===== src/rtl/dslope_seq.sv =====
module dslope_seq #(
  parameter int N = 8
) (
  input  logic         clk,
  input  logic         rst_n,
  input  logic         start,
  input  logic         cmp_pos,
  output logic         sel_ref,
  output logic         int_rst,
  output logic         busy,
  output logic         done,
  output logic [N-1:0] result
);
  localparam logic [N-1:0] TOP = {N{1'b1}};

  typedef enum logic [1:0] {IDLE, INTEG, DEINT, CLEAR} phase_t;

  phase_t       ph;
  logic [N-1:0] cnt;

  always_ff @(posedge clk or negedge rst_n) begin
    if (!rst_n) begin
      ph     <= IDLE;
      cnt    <= '0;
      result <= '0;
    end else begin
      case (ph)
        IDLE:
          if (start) begin
            ph  <= INTEG;
            cnt <= '0;
          end
        INTEG: begin
          cnt <= cnt + 1'b1;
          if (cnt == TOP) ph <= DEINT;
        end
        DEINT:
          if (!cmp_pos || cnt == TOP) begin
            result <= cnt;
            ph     <= CLEAR;
          end else begin
            cnt <= cnt + 1'b1;
          end
        default: ph <= IDLE;
      endcase
    end
  end

  assign sel_ref = (ph == DEINT);
  assign int_rst = (ph == CLEAR);
  assign done    = (ph == CLEAR);
  assign busy    = (ph != IDLE);


  busy_needs_start_chk: assert property (@(posedge clk) disable iff (!rst_n)
    $rose(busy) |-> $past(start));


  trip_ends_chk: assert property (@(posedge clk) disable iff (!rst_n)
    (sel_ref && !cmp_pos) |=> (done && result == $past(cnt)));


  sat_ends_chk: assert property (@(posedge clk) disable iff (!rst_n)
    (sel_ref && cnt == TOP) |=> (done && result == TOP));


  done_after_deint_chk: assert property (@(posedge clk) disable iff (!rst_n)
    done |-> ($past(sel_ref) && int_rst && !sel_ref));


  idle_after_done_chk: assert property (@(posedge clk) disable iff (!rst_n)
    done |=> !busy);


  result_hold_chk: assert property (@(posedge clk) disable iff (!rst_n)
    !done |-> $stable(result));
endmodule


===== config.mk =====
export PLATFORM = sky130hd
export DESIGN_NAME = dslope_seq
export DESIGN_NICKNAME = d
export VERILOG_FILES = /design/src/rtl/dslope_seq.sv
export SDC_FILE = /design/constraint.sdc
export NUM_CORES = 1
export LEC_CHECK = 0
export ABC_AREA = 1
export BUFFER_PORTS_ARGS = -buffer_cell sky130_fd_sc_hd__buf_2
export CORE_MARGIN = 5
export CORE_UTILIZATION = 40
export DETAILED_ROUTE_END_ITERATION = 8
export PLACE_DENSITY = 0.63
export SLEW_MARGIN = 5
export SYNTH_ARGS = -nofsm -noshare
export SYNTH_HDL_FRONTEND = slang
export SYNTH_SLANG_ARGS = --single-unit

===== constraint.sdc =====
create_clock -name clk -period 1.9 [get_ports clk]
set_input_delay 0.19 -clock clk [delete_from_list [all_inputs] [get_ports clk]]
set_output_delay 0.19 -clock clk [all_outputs]
set_load 0.05 [all_outputs]

==> results of run 1 <==
final cells by class:
type,count,area (sq um),area share
flip-flops and latches,18,450.4,0.3996
clock buffers,4,36.28,0.03219
repair buffers,16,85.08,0.07547
multi-input cells,96,465.4,0.4129
well taps,30,37.54,0.03330
inverters,14,52.55,0.04661
cell usage after synthesis (3+ instances only):
cell      n
o21ai_1   9
a21oi_1   3
o21ai_0   4
nand2_2   4
nand2_1  50
inv_1    13
nand3_1   8
dfrtp_1  18
nor2_1    9
ha_1      5
state kept, by name (all words and copies together) (netlist names):
name    count
ph          2
result      8
cnt         8
through the flow:
stage	hold WS, ns	worst slack [ns]	power [mW]
finish	0.2137	0.2169	1.601
global placement	0.1396	0.2785	1.356
global route	0.2324	0.02644	1.741
floorplan	-0.1056	0.3447	1.205
CTS	0.2098	0.2070	1.617
detailed placement	0.1432	0.2336	1.372
repair_timing:
| action | CTS | global route |
|---|---|---|
| endpoints found under the setup margin | 0 | 0 |
| hold buffers | 1 | 0 |
| hold endpoints to repair | 18 | 0 |
layer usage:
layer	GRT usage	wire, um	vias up
li1	-	-	443
met4	0.06013	34	0
met5	0	0	-
met1	0.1591	898	391
met2	0.2130	970	14
met3	0.03024	85	5
power breakdown:
group	switching (mW)	internal [mW]
sequential	0.0714	0.461
clock	0.124	0.117
combinational	0.618	0.210
cell families after synthesis:
family                   share of synthesized area
buffers and inverters                      0.07692
AO/OA/AOI/OAI                              0.08070
AND/OR/NAND/NOR                             0.3253
adder cells (fa/ha/maj)                    0.06305
flip-flops                                  0.4540
worst register-to-register path: stages (launching register included):
cell     delay, ns
dfrtp_1       0.43
ha_1          0.23
nand2_2       0.09
nor2_4        0.15
nand2_2       0.08
nand2_2       0.10
nand2_2       0.23
nand2_4       0.19
nand2_1       0.07
nand2_1       0.06
worst paths after layout:
path                       cells after the start                    end                  start
max                                            9     cnt[3]$_DFFE_PN0P_     cnt[1]$_DFFE_PN0P_
min                                            4  result[2]$_DFFE_PN0P_                cmp_pos
max reg2reg                                    9     cnt[3]$_DFFE_PN0P_     cnt[1]$_DFFE_PN0P_
min reg2reg                                    2  result[1]$_DFFE_PN0P_  result[1]$_DFFE_PN0P_
max in group asynchronous                      2     cnt[2]$_DFFE_PN0P_                  rst_n
min in group asynchronous                      2  result[1]$_DFFE_PN0P_                  rst_n
==> results.ini, run 1 <==
[clocking]
root_buffer = clkbuf_4
tritoncts = done
ctsResizeCount = 0
clkTransAtPathRegs_ns = 0.11
cts.sink_count = 18
cts_buffers = 3
clockBufferDepth = 2
postCtsSetupBuffers = 0
clk_latency_ns = 0.30
ctsHtreeMaxLevel = 1

[floorplan]
core.rowCount = 18
die_y_um = 59.81
coreArea_sq_um = 2432
start_util = 0.4079
fp.dieW_um = 59.81
io_pins = 16
design.die.area_sq_um = 3577

[setup_path]
worst-r2r-setup-slack_ns = 0.22
end_kind = flop
path_class = reg2reg
path_delay_family = simple AND/OR/NAND/NOR gates
path_max_fanout = 20
worstPathRequired_ns = 2.14
max_stage_delay_ns = 0.43
critical_path_buf_inv_count = 0
critPathMostFrequentCell = nand2_2
cp_cell_sequence = ha_1, nand2_2, nor2_4, nand2_2, nand2_2, nand2_2, nand2_4, nand2_1, nand2_1
worstPathArrival_ns = 1.92
cp_slowest_cell = dfrtp_1
startpoint_type = flop

[drt]
routed-via-count = 853
drc_errors = 0
detail-route-antenna-nets = 0
avgRoutedWirePerCell_um = 11.17
vias_per_cell = 4.792
drtIter0Drc = 25
first_pass_iters = 4
routed_wl_um = 1988

[cells_and_area]
post-route-util = 0.4635
fin_nets = 158
design_area_sq_um = 1127
area_delta_synth_final_pct = 13.62
final_common_cell = nand2_1
fillers = 239
layout.cells.non_filler = 178
drive_gt1_frac = 0.1824
insertedDiodeCount = 0
layout_common_cells = 50 x nand2_1, 18 x dfrtp_1, 15 x buf_2

[power]
power_density_nw_per_um2 = 1421
peakVddDrop_mv = 1.069
p_leak_nw = 0.5912

[global_routing]
grt_pass1_vias = 812
antenna_found_initial = 0
grt_max_degree = 21
grt_pass1_wl_um = 3512
grt.overflow.total = 0
grt_usage = 0.1296

[synthesis]
async_reset_ff_frac = 1.000
synth_area_sq_um = 992.2
synth-seq-cells = 18
syn_inst = 131
synth_cell_types = 18
synth.area.top_cells = dfrtp_1 45%, nand2_1 19%, ha_1 6.3%
yosysSeqAreaShare = 0.4540
synth-edff-count = 0
synth_warnings = 0
synth_top_area_share = 0.4540
synth_flop_cell = dfrtp_1
synth_top_area_cell = dfrtp_1
synthesis.nets = 140
avgSynthCellArea_sq_um = 7.574

[timing]
tns_ns = 0
slew_viol_final = 0
period_share = 0.8858
finalSetupViolCount = 0
max_freq_mhz = 594.2
rsz0062_at_grt = no
timing.final.hold_violations = 0
finClkSkew_ns = 0.006668
worst-slew-pin-transition_ns = 0.3795
fin_crit_ns = 1.683
relSlewSlack = 0.7470

[placed_design]
io_buffers = 15
post-dp-hpwl_um = 1592
place_congestion = 0.8505
placed_area_sq_um = 1081
dpl.cell_count = 173

[hold_path]
hp-class = in2reg

[flow_run]
cap_violations = 0

[outcome]
outcome = completed

Note: power is estimated with default switching activity, not from simulation.
==> run 2: changes to the inputs <==
--- a/config.mk
+++ b/config.mk
@@ -9,6 +9,7 @@
 export BUFFER_PORTS_ARGS = -buffer_cell sky130_fd_sc_hd__buf_2
 export CORE_MARGIN = 5
 export CORE_UTILIZATION = 40
+export CTS_CLUSTER_DIAMETER = 120
 export DETAILED_ROUTE_END_ITERATION = 8
 export PLACE_DENSITY = 0.63
 export SLEW_MARGIN = 5
==> constraint.sdc (replaced) <==
create_clock -name clk -period 1.7 [get_ports clk]
set_input_delay 0.17 -clock clk [delete_from_list [all_inputs] [get_ports clk]]
set_output_delay 0.17 -clock clk [all_outputs]
set_load 0.05 [all_outputs]
==> run 2 against run 1 <==
Combinational power is 16% higher. Routed wire length is 0.35% higher. Non-clock buffer count is 2 higher. Highest routed layer unchanged.
==> results.ini, run 2 (synthesis gave the netlist of run 1 again) <==
[setup_path]
path_class = reg2out
worst-r2r-setup-slack_ns = 0.15
worstPathArrival_ns = 1.44
max_stage_delay_ns = 0.43
worstPathRequired_ns = 1.53
cp_cell_sequence = inv_1, ha_1, clkbuf_4
r2r_start = ph[0]$_DFFE_PN0P_
end_kind = output pin
r2r-end = cnt[5]$_DFFE_PN0P_
cp_slowest_cell = dfrtp_1
r2r_cells = 9
path_max_fanout = 7
startpoint_type = flop

[timing]
finalSetupViolCount = 0
worst-slew-pin-transition_ns = 0.3932
max_freq_mhz = 620.0
fin_hold_ws_ns = 0.2169
worst_slack_ns = 0.08700
finClkSkew_ns = 0.0007729
rsz0062_at_grt = no
relSlewSlack = 0.7379
fin_crit_ns = 1.613
slew_viol_final = 0
period_share = 0.9488
timing.final.hold_violations = 0
tns_ns = 0

[placed_design]
io_buffers = 15
post-place-ws_ns = 0.02098
dpl.cell_count = 174
post-dp-hpwl_um = 1551
placed_area_sq_um = 1089
place_congestion = 0.8782

[global_routing]
grt_pass1_wl_um = 3560
grt_busiest_layer = met2
grt_util_met2 = 0.2160
grt_usage = 0.1289
use_met3 = 0.02592
grt_max_degree = 21
grt_pass1_vias = 829
antenna_found_initial = 0
use_met1 = 0.1626
grt.overflow.total = 0

[cells_and_area]
register_area_sq_um = 450.4
fin_nets = 160
area_delta_synth_final_pct = 15.89
design_area_sq_um = 1150
post-route-util = 0.4727
reg_top3 = cnt x8, result x8, ph x2
layout_common_cells = 50 x nand2_1, 18 x dfrtp_1, 14 x buf_2
final_common_cell = nand2_1
drive_gt1_frac = 0.1933
layout.cells.non_filler = 180
fillers = 254
insertedDiodeCount = 0
multi_input_area_sq_um = 470.5

[hold_path]
min_to = result[1]$_DFFE_PN0P_
hp-class = in2reg
hold_start = cmp_pos
worstHoldPathCells = 4

[floorplan]
start_util = 0.4079
io_pins = 16
coreArea_sq_um = 2432
fp.dieW_um = 59.81
die_y_um = 59.81
core.rowCount = 18
design.die.area_sq_um = 3577

[outcome]
outcome = completed

[drt]
routed-via-count = 865
drc_errors = 0
routed_wl_um = 1995
first_pass_iters = 4
vias_per_cell = 4.806
drtIter0Drc = 41
detail-route-antenna-nets = 0
avgRoutedWirePerCell_um = 11.08

[clocking]
ctsHtreeMaxLevel = 1
root_buffer = clkbuf_4
cts.sink_count = 18
cts_buffers = 3
tritoncts = done
clk_latency_ns = 0.29
clockBufferDepth = 2
clkTransAtPathRegs_ns = 0.10

[flow_run]
cap_violations = 0

[power]
power_density_nw_per_um2 = 1577
peakVddDrop_mv = 0.9556
p_total_mw = 1.813
p_leak_nw = 0.6080

[run 2: what timing repair did]
| action | CTS | global route |
|---|---|---|
| endpoints found under the hold margin | 18 | 0 |
| hold buffers | 1 | 0 |
| endpoints found under the setup margin | 2 | 8 |
| buffers inserted | 0 | 1 |
| resized for setup | 1 | 1 |
[run 2: critical path, delay by kind of cell, from the launching register on]
kind,cells,cell delay (ns)
fa+ha+maj,1,0.33
flops,1,0.43
buf+inv,2,0.40
[run 2: how the worst max path moves through the flow]
stage | startpoint | endpoint | slack [ns] | cells past startpoint
floorplan | ph[0]$_DFFE_PN0P_ | cnt[2]$_DFFE_PN0P_ | 0.14 | 6
CTS | ph[0]$_DFFE_PN0P_ | sel_ref | 0.07 | 3
detailed placement | cnt[0]$_DFFE_PN0P_ | cnt[5]$_DFFE_PN0P_ | 0.02 | 9
global placement | cnt[0]$_DFFE_PN0P_ | cnt[5]$_DFFE_PN0P_ | 0.08 | 9
global route | ph[0]$_DFFE_PN0P_ | sel_ref | 0.001 | 3
finish | ph[0]$_DFFE_PN0P_ | sel_ref | 0.09 | 3
[run 2: routing by layer]
layer / wire length, um / up-vias
li1: - / 445
met1: 909 / 395
met2: 959 / 21
met3: 101 / 4
met4: 25 / 0
met5: 0 / -
[run 2: power breakdown]
part	internal [mW]	switching [mW]	total [mW]
Clock	0.130	0.132	0.262
Sequential	0.515	0.0745	0.590
Combinational	0.260	0.701	0.961
Total	0.906	0.908	1.81
[run 2: cell type report]
class                   instances  share of cell area
clock buffers                   4             0.03156
inverters                      14             0.04570
multi-input cells              96              0.4091
flip-flops and latches         18              0.3917
well taps                      30             0.03264
repair buffers                 18             0.08923
